### src/rtl/shut_pkg.sv
package shut_pkg;
  typedef enum logic [1:0] {
    MODE_FLK  = 2'b00,
    MODE_HIGH = 2'b01,
    MODE_SLOW = 2'b10,
    MODE_OFF  = 2'b11
  } shut_mode_e;
endpackage

### src/rtl/shut_cfg.sv
module shut_cfg
  import shut_pkg::*;
#(
  parameter int LOAD_W        = 9,
  parameter int FLK_STOP_NTSC = 105,
  parameter int FLK_STOP_PAL  = 182
) (
  input  logic              clk_i,
  input  logic              rst_ni,
  input  logic              vd_i,
  input  logic [LOAD_W-1:0] load_i,
  input  logic [1:0]        mode_i,
  input  logic              pal_i,
  input  logic              frame_acc_i,
  output logic [LOAD_W-1:0] stop_o,
  output logic              slow_nxt_o,
  output logic [LOAD_W:0]   last_nxt_o,
  output logic              slow_o,
  output logic [LOAD_W:0]   last_o
);
  localparam int BYTE_W = 8;
  localparam logic [LOAD_W-1:0] LOAD_ALL  = '1;
  localparam logic [LOAD_W-1:0] LOAD_SAFE = LOAD_ALL - 1'b1;

  shut_mode_e        mode;
  logic [LOAD_W-1:0] ld_fix, diff, stop_nxt;

  assign mode = shut_mode_e'(mode_i);

  // illegal low byte falls back to the shortest slow period
  assign ld_fix     = (load_i[BYTE_W-1:0] == '1) ? LOAD_SAFE : load_i;
  assign diff       = LOAD_ALL - ld_fix;
  assign last_nxt_o = {diff, 1'b0} - {{LOAD_W{1'b0}}, 1'b1};
  assign slow_nxt_o = (mode == MODE_SLOW) && !frame_acc_i;

  always_comb begin
    unique case (mode)
      MODE_FLK:  stop_nxt = pal_i ? LOAD_W'(FLK_STOP_PAL) : LOAD_W'(FLK_STOP_NTSC);
      MODE_HIGH: stop_nxt = LOAD_ALL - load_i;
      default:   stop_nxt = '0;
    endcase
  end

  always_ff @(posedge clk_i or negedge rst_ni) begin
    if (!rst_ni) begin
      stop_o <= '0;
      slow_o <= 1'b0;
      last_o <= '0;
    end else if (vd_i) begin
      stop_o <= stop_nxt;
      slow_o <= slow_nxt_o;
      last_o <= last_nxt_o;
    end
  end

  AST_CFG_HOLD: assert property (@(posedge clk_i) disable iff (!rst_ni)
    !vd_i |=> $stable(stop_o) && $stable(slow_o) && $stable(last_o));
  AST_SLOW_NO_DRAIN: assert property (@(posedge clk_i) disable iff (!rst_ni)
    slow_o |-> stop_o == '0);
endmodule

### src/rtl/shut_line.sv
module shut_line #(
  parameter int LOAD_W = 9,
  parameter int LINE_W = LOAD_W + 1
) (
  input  logic              clk_i,
  input  logic              rst_ni,
  input  logic              hd_i,
  input  logic              vd_i,
  input  logic [LOAD_W-1:0] stop_i,
  output logic              sub_o
);
  localparam logic [LINE_W-1:0] LINE_SAT = '1;

  logic [LINE_W-1:0] line_cnt;
  logic [LINE_W-1:0] stop_ext;

  assign stop_ext = LINE_W'(stop_i);

  always_ff @(posedge clk_i or negedge rst_ni) begin
    if (!rst_ni) begin
      line_cnt <= '0;
      sub_o    <= 1'b0;
    end else begin
      sub_o <= hd_i && !vd_i && (line_cnt < stop_ext);
      if (vd_i)                             line_cnt <= '0;
      else if (hd_i && line_cnt != LINE_SAT) line_cnt <= line_cnt + 1'b1;
    end
  end

  AST_SUB_ON_LINE: assert property (@(posedge clk_i) disable iff (!rst_ni)
    sub_o |-> $past(hd_i));
  AST_SUB_ONE_CYCLE: assert property (@(posedge clk_i) disable iff (!rst_ni)
    (sub_o && !hd_i) |=> !sub_o);
  AST_QUIET_NO_SUB: assert property (@(posedge clk_i) disable iff (!rst_ni)
    (stop_i == '0) |=> !sub_o);
endmodule

### src/rtl/shut_field.sv
module shut_field #(
  parameter int LOAD_W = 9,
  parameter int FLD_W  = LOAD_W + 1
) (
  input  logic             clk_i,
  input  logic             rst_ni,
  input  logic             vd_i,
  input  logic             slow_nxt_i,
  input  logic [FLD_W-1:0] last_nxt_i,
  input  logic             slow_i,
  input  logic [FLD_W-1:0] last_i,
  output logic             read_en_o,
  output logic             wen_o
);
  logic [FLD_W-1:0] fld_cnt, fld_nxt;

  // count continues only while low-speed field accumulation persists
  assign fld_nxt = (slow_i && slow_nxt_i && fld_cnt < last_nxt_i) ? fld_cnt + 1'b1 : '0;

  always_ff @(posedge clk_i or negedge rst_ni) begin
    if (!rst_ni) begin
      fld_cnt   <= '0;
      read_en_o <= 1'b1;
      wen_o     <= 1'b1;
    end else if (vd_i) begin
      if (slow_nxt_i) begin
        fld_cnt   <= fld_nxt;
        read_en_o <= (fld_nxt == last_nxt_i);
        wen_o     <= read_en_o;
      end else begin
        fld_cnt   <= '0;
        read_en_o <= 1'b1;
        wen_o     <= 1'b1;
      end
    end
  end

  AST_FLD_IN_RANGE: assert property (@(posedge clk_i) disable iff (!rst_ni)
    slow_i |-> fld_cnt <= last_i);
  AST_WEN_READ_EXCL: assert property (@(posedge clk_i) disable iff (!rst_ni)
    slow_i |-> !(wen_o && read_en_o));
  AST_OUT_HOLD: assert property (@(posedge clk_i) disable iff (!rst_ni)
    !vd_i |=> $stable(read_en_o) && $stable(wen_o));
  AST_NORMAL_READ: assert property (@(posedge clk_i) disable iff (!rst_ni)
    (vd_i && !slow_nxt_i) |=> read_en_o && wen_o);
endmodule

### src/rtl/shut_seq.sv
module shut_seq #(
  parameter int LOAD_W        = 9,
  parameter int FLK_STOP_NTSC = 105,
  parameter int FLK_STOP_PAL  = 182
) (
  input  logic              clk_i,
  input  logic              rst_ni,
  input  logic              hd_i,
  input  logic              vd_i,
  input  logic [LOAD_W-1:0] load_i,
  input  logic [1:0]        mode_i,
  input  logic              pal_i,
  input  logic              frame_acc_i,
  output logic              sub_o,
  output logic              read_en_o,
  output logic              wen_o
);
  localparam int LINE_W = LOAD_W + 1;
  localparam int FLD_W  = LOAD_W + 1;

  logic [LOAD_W-1:0] stop;
  logic              slow_nxt, slow;
  logic [FLD_W-1:0]  last_nxt, last;

  shut_cfg #(
    .LOAD_W(LOAD_W), .FLK_STOP_NTSC(FLK_STOP_NTSC), .FLK_STOP_PAL(FLK_STOP_PAL)
  ) u_cfg (
    .clk_i(clk_i), .rst_ni(rst_ni), .vd_i(vd_i), .load_i(load_i), .mode_i(mode_i),
    .pal_i(pal_i), .frame_acc_i(frame_acc_i), .stop_o(stop), .slow_nxt_o(slow_nxt),
    .last_nxt_o(last_nxt), .slow_o(slow), .last_o(last)
  );

  shut_line #(.LOAD_W(LOAD_W), .LINE_W(LINE_W)) u_line (
    .clk_i(clk_i), .rst_ni(rst_ni), .hd_i(hd_i), .vd_i(vd_i), .stop_i(stop), .sub_o(sub_o)
  );

  shut_field #(.LOAD_W(LOAD_W), .FLD_W(FLD_W)) u_field (
    .clk_i(clk_i), .rst_ni(rst_ni), .vd_i(vd_i), .slow_nxt_i(slow_nxt), .last_nxt_i(last_nxt),
    .slow_i(slow), .last_i(last), .read_en_o(read_en_o), .wen_o(wen_o)
  );

  AST_RESET_READ: assert property (@(posedge clk_i) disable iff (!rst_ni)
    $rose(rst_ni) |-> read_en_o && wen_o && !sub_o);
endmodule

### config.mk
export PLATFORM = sky130hd
export DESIGN_NAME = shut_seq
export DESIGN_NICKNAME = d
export VERILOG_FILES = /design/src/rtl/shut_pkg.sv /design/src/rtl/shut_cfg.sv /design/src/rtl/shut_line.sv /design/src/rtl/shut_field.sv /design/src/rtl/shut_seq.sv
export SDC_FILE = /design/constraint.sdc
export NUM_CORES = 1
export LEC_CHECK = 0
export BUFFER_PORTS_ARGS = -buffer_cell sky130_fd_sc_hd__buf_2
export CORE_MARGIN = 5
export CORE_UTILIZATION = 52
export CTS_CLUSTER_SIZE = 12
export DETAILED_ROUTE_END_ITERATION = 6
export PLACE_DENSITY = 0.74
export SLEW_MARGIN = 0
export SYNTH_ARGS = -nofsm -noshare
export SYNTH_HDL_FRONTEND = slang
export SYNTH_SLANG_ARGS = --single-unit
### constraint.sdc
create_clock -name clk_i -period 4.6 [get_ports clk_i]
set_input_delay 0.23 -clock clk_i [delete_from_list [all_inputs] [get_ports clk_i]]
set_output_delay 0.23 -clock clk_i [all_outputs]
set_load 0.03 [all_outputs]
; ---- Yosys cells after proc, flatten, opt, wreduce, memory -nomap -nowiden
; Index checks and enable logic that the tools add are counted.
[word_totals]
input_bits = 17
register_bits = 33
output_inout_bits = 3
[classes]
n_mux = 9
n_addsub = 5
magnitude_cmp = 2
n_reduce_logical = 10
eq_ne = 5
[ops]
columns = operator, count
row1 = two-way mux 10 bit, 4
row2 = adder 10 x 1 -> 10 bit (second input constant), 2
row3 = case mux 9 bit (2 select lines), 1
row4 = subtractor 9 bit (first input constant), 2
row5 = == test 10 bit, 1
row6 = less-than comparator 10 bit, 1
row7 = less-than comparator 10 x 9 -> 1 bit, 1
row8 = inequality test 10 bit (second input constant), 1
row9 = subtractor 10 x 1 -> 10 bit (second input constant), 1
row10 = two-way mux 9 bit, 1
row11 = == test 8 bit (second input constant), 1
row12 = two-way mux 8 bit, 1
row13 = logical AND 1 bit, 6
row14 = == test 2 x 1 -> 1 bit (second input constant), 1
row15 = == test 2 bit (second input constant), 1
row16 = zero test 1 bit, 2
row17 = zero test 2 bit, 1
row18 = two-way mux 1 bit, 2
row19 = nonzero test 2 bit, 1

; ---- Depth between registers and ports, before layout
[logic_depth]
word_depth = 9
ltp_mapped = 16
ltp_nobuf = 16

; ---- Cells and area by module
; Synthesis repeated with hierarchy kept, for this count alone.
[hier_totals]
hier_cells = 319
area_unflattened_um2 = 3016.6
[by_module_without_submodules]
columns = mod, cells_each, area_per_inst_um2, n_inst
row1 = shut_field, 147, 1251.2, 1
row2 = shut_cfg, 87, 989.7, 1
row3 = shut_line, 85, 775.7, 1

; ---- Least setup slack after synthesis
; No wires, ideal clock.
[synth_timing]
kind = input-to-reg
startpoint = input load_i[6]
endpoint = register u_field.fld_cnt[9]
arrival_time_ps = 3100
n_path_buf = 0
setup_ps = 83
slack_ps = 1418
cell_stages = 15
path_cell_list = nand4_2 o31ai_1 inv_1 ha_1 nand3_1 nor2_1 xnor2_1 inv_1 ha_1 a2111oi_2 o21ai_1 o21ai_2 nand2_2 or4_1 o21ai_0
[synth_between]
elab_chain_len = 8
[synth_lines]
columns = element, line_no
row1 = from (decl), shut_seq.sv:10  ; input logic [LOAD_W-1:0] load_i,
row2 = == test 8 bit, shut_cfg.sv:31  ; assign ld_fix = (load_i[BYTE_W-1:0] == '1) ? LOAD_SAFE : load_i;
row3 = two-way mux 9 bit *, shut_cfg.sv:31
row4 = subtractor 9 bit *, shut_cfg.sv:32  ; assign diff = LOAD_ALL - ld_fix;
row5 = subtractor 10 x 1 -> 10 bit *, shut_cfg.sv:33  ; assign last_nxt_o = {diff, 1'b0} - {{LOAD_W{1'b0}}, 1'b1};
row6 = less-than comparator 10 bit *, shut_field.sv:18  ; assign fld_nxt = (slow_i && slow_nxt_i && fld_cnt < last_nxt_i) ? fld_cnt + 1'b1 : '0;
row7 = logical AND 1 bit *, shut_field.sv:18
row8 = two-way mux 10 bit *, shut_field.sv:18
row9 = two-way mux 10 bit *, shut_field.sv:26  ; if (slow_nxt_i) begin
row10 = to (signal assigned), shut_field.sv:27  ; fld_cnt <= fld_nxt;
row11 = to (decl), shut_field.sv:15  ; logic [FLD_W-1:0] fld_cnt, fld_nxt;
; Every way passes the cells marked *; elsewhere a longest branch is shown, timed or not.
; A chain may end at the register's enable or synchronous reset.

; ---- Final worst setup path
[layout_timing]
startpoint = input load_i[4]
endpoint = register u_field.read_en_o
[layout_between]
elab_chain_len = 9
[layout_lines]
columns = element, line_no
row1 = == test 8 bit, shut_cfg.sv:31
row2 = two-way mux 9 bit *, shut_cfg.sv:31
row3 = subtractor 9 bit *, shut_cfg.sv:32
row4 = subtractor 10 x 1 -> 10 bit *, shut_cfg.sv:33
row5 = less-than comparator 10 bit, shut_field.sv:18
row6 = logical AND 1 bit, shut_field.sv:18
row7 = two-way mux 10 bit, shut_field.sv:18
row8 = == test 10 bit *, shut_field.sv:28  ; read_en_o <= (fld_nxt == last_nxt_i);
row9 = two-way mux 1 bit *, shut_field.sv:26
row10 = to (signal assigned), shut_field.sv:28
row11 = to (decl), shut_field.sv:12  ; output logic read_en_o,
; Marked as above.

==> flow_summary.json <==
{
  "vias": 2011,
  "syn_to_final_growth_pct": 8.53,
  "syn_inst": 275,
  "cts_tree": "built",
  "timing.rr.start": "u_field.fld_cnt[7]",
  "cp.required_ns": 4.82,
  "power_density_nw_per_um2": 248,
  "fin_tns_setup_ns": 0,
  "avgViaCountPerCell": 5.83,
  "htree_levels": 2,
  "ys_seq_area_share_pct": 35.1,
  "grt_pass1_vias": 1921,
  "cp-start-kind": "input pin",
  "postCtsHoldBufs": 0,
  "cp-end-kind": "flip-flop",
  "hold_viol_final": 0,
  "p_clk_share_pct": 33.8,
  "cts_num_sinks": 33,
  "grt_pass1_wl_mm": 8.87,
  "switchingPower_mw": 0.185,
  "seqPwrFrac_pct": 49.4,
  "diodes": 0,
  "ant_nets": 0,
  "synth_common_cells": "dfrtp_1 (31), nand2_1 (31), o21ai_0 (25), nor2_1 (23), ha_1 (20)",
  "critPathKind": "in -> reg",
  "synthFlopType": "dfrtp_1",
  "grt_max_degree": 44,
  "rr_endpoint": "u_field.read_en_o",
  "wl_mm": 5.05,
  "critPathTopFamily": "compound AO/OA/AOI/OAI gates",
  "slowest_delay_ns": 0.43,
  "rsz0062_at_grt": "no",
  "synth_area_um2": 2360,
  "worst-path-buf-inv": 3,
  "antenna_found_initial": 0,
  "hold_class": "in -> async",
  "r2r_setup_slack_ns": 2.13,
  "initial_utilization_pct": 53.9,
  "dr.pass1.iters": 4,
  "wl_per_cell_um": 14.6,
  "gp_congestion": 0.856,
  "cpMaxStageDelayCell": "o31ai_1",
  "hpwl_mm": 3.83,
  "cp_max_fo": 7,
  "min_period_ns": 3.55,
  "io_buffers": 19,
  "slew_headroom_pct": 50.0,
  "syn_nets": 312,
  "ys_seq_elements": 33,
  "pin_count": 20,
  "synthArstFlopShare_pct": 100,
  "die_w_um": 77.4,
  "p_int_mw": 0.451,
  "dr.first_iter.drc_count": 124,
  "crit_chain": "buf_2, nand4_2, o31ai_1, inv_1, ha_1, nand3_1, nor2_1, xnor2_1, inv_1, ha_1, a2111oi_2, o21ai_1, o21ai_2, nand2_1, nor4b_1, nand3_1, o21ai_1",
  "p_sw_share_pct": 29.0,
  "status": "completed",
  "grt_usage_pct": 18.1,
  "pwr-share-comb_pct": 16.8,
  "p_leak_nw": 1.11,
  "max_freq_mhz": 282,
  "power.total_mw": 0.636,
  "report.final.setup_viol": 0,
  "yosysTopAreaCellShare_pct": 32.8,
  "yosysTopAreaCell": "dfrtp_1",
  "core_um2": 4380,
  "drive_gt1_share_pct": 15.0,
  "tightest_slew_ns": 0.750,
  "min_period_over_period_pct": 77.1,
  "skew_ns": 0.00151,
  "cts_setup_buffers": 0,
  "drc_errors": 0,
  "die_h_um": 77.4,
  "numCtsBuffers": 5,
  "final-max-slew-violation-count": 0,
  "synth_area_leaders": "dfrtp_1 (33%), ha_1 (11%), o21ai_0 (5.3%), nand2_1 (4.9%), xnor2_1 (4.8%)",
  "yosysUniqueCellTypes": 50,
  "r2r_cells": 8,
  "cts-resized-gates": 0,
  "cts_buffer_depth": 2,
  "die_area_um2": 5990,
  "fin_ws_ns": 1.05,
  "filler_cell_count": 418,
  "clockRootBuffer": "clkbuf_8",
  "preCtsSetupSlack_ns": 0.806,
  "arrival_ns": 3.76,
  "max-vdd-ir-drop_v": 0.000160,
  "synth_edf_count": 0,
  "clkTransAtPathRegs_ns": 0.07,
  "fin_nets": 329,
  "avgSynthCellArea_um2": 8.59,
  "max_cap_viol_count": 0,
  "ys_warn_count": 0,
  "num_rows": 24,
  "clock_latency_ns": 0.28,
  "grt-ovfl-total": 0
}
area by class of cell:
type / count / area (µm²) / share of cell area, %
inverters: 18 / 67.6 / 2.64
well taps: 52 / 65.1 / 2.54
flip-flops and latches: 33 / 828 / 32.3
clock inverters: 3 / 17.5 / 0.683
repair buffers: 19 / 95.1 / 3.71
clock buffers: 5 / 68.8 / 2.68
multi-input cells: 215 / 1420 / 55.4
registers in the layout, summed over array words and instances, names as in the netlist:
register / count
u_cfg.stop_o: 9
u_field.read_en_o: 1
u_field.fld_cnt: 10
u_cfg.slow_o: 1
u_line.line_cnt: 10
u_field.wen_o: 1
u_line.sub_o: 1
worst max-delay path by stage:
stage              start            endpoint  slack, ns  depth (start not counted)
2_1_floorplan  load_i[6]  u_field.fld_cnt[9]       1.42                         15
3_3_place_gp   load_i[4]   u_field.read_en_o       0.93                         17
3_5_place_dp   load_i[4]   u_field.read_en_o       0.81                         17
4_1_cts        load_i[4]   u_field.read_en_o       1.08                         17
5_1_grt        load_i[4]   u_field.read_en_o       0.64                         17
6_report       load_i[4]   u_field.read_en_o       1.05                         17
power groups by stage:
stage               logic [mW]  clock network [mW]  registers, mW
floorplan               0.0705                   0          0.320
global placement         0.106                   0          0.319
detailed placement       0.107                   0          0.320
CTS                      0.108               0.219          0.314
global route             0.123               0.237          0.317
finish                   0.107               0.215          0.314
per-layer routing:
metal,global-route usage [%],wire length (µm),vias up
met5,0,0,-
met4,5.33,106,0
met3,4.40,341,11
met2,26.0,2090,53
met1,26.9,2520,936
li1,-,-,1011
placed cells by master, fill, tap and decap left out, types with 5 or more instances in the layout:
cell,count
dfrtp_1,31
a21oi_1,18
inv_1,18
clkbuf_8,5
ha_1,20
nand2_1,31
xnor2_1,13
or3_1,5
nand3_1,11
nor2_1,23
o21ai_0,25
buf_2,19
nand4_1,6
xor2_1,10
per-stage QoR:
step	cell area (µm²)	hold slack, ns	util [%]	cells
after global placement	2480	0.335	56.5	337
after global routing	2560	0.0690	58.5	345
after CTS	2560	0.0380	58.5	345
after detailed placement	2480	0.344	56.5	337
final	2560	0.0114	58.5	345
after floorplan	2360	-0.0656	-	275
kinds of logic after synthesis:
| group | share of synthesized area [%] |
|---|---|
| simple gates | 19.0 |
| compound gates | 20.7 |
| flops | 35.1 |
| buf+inv | 4.77 |
| xor+xnor | 8.53 |
| fa+ha+maj | 10.6 |
| mux | 1.38 |
Note: power is estimated with default switching activity, not from simulation.
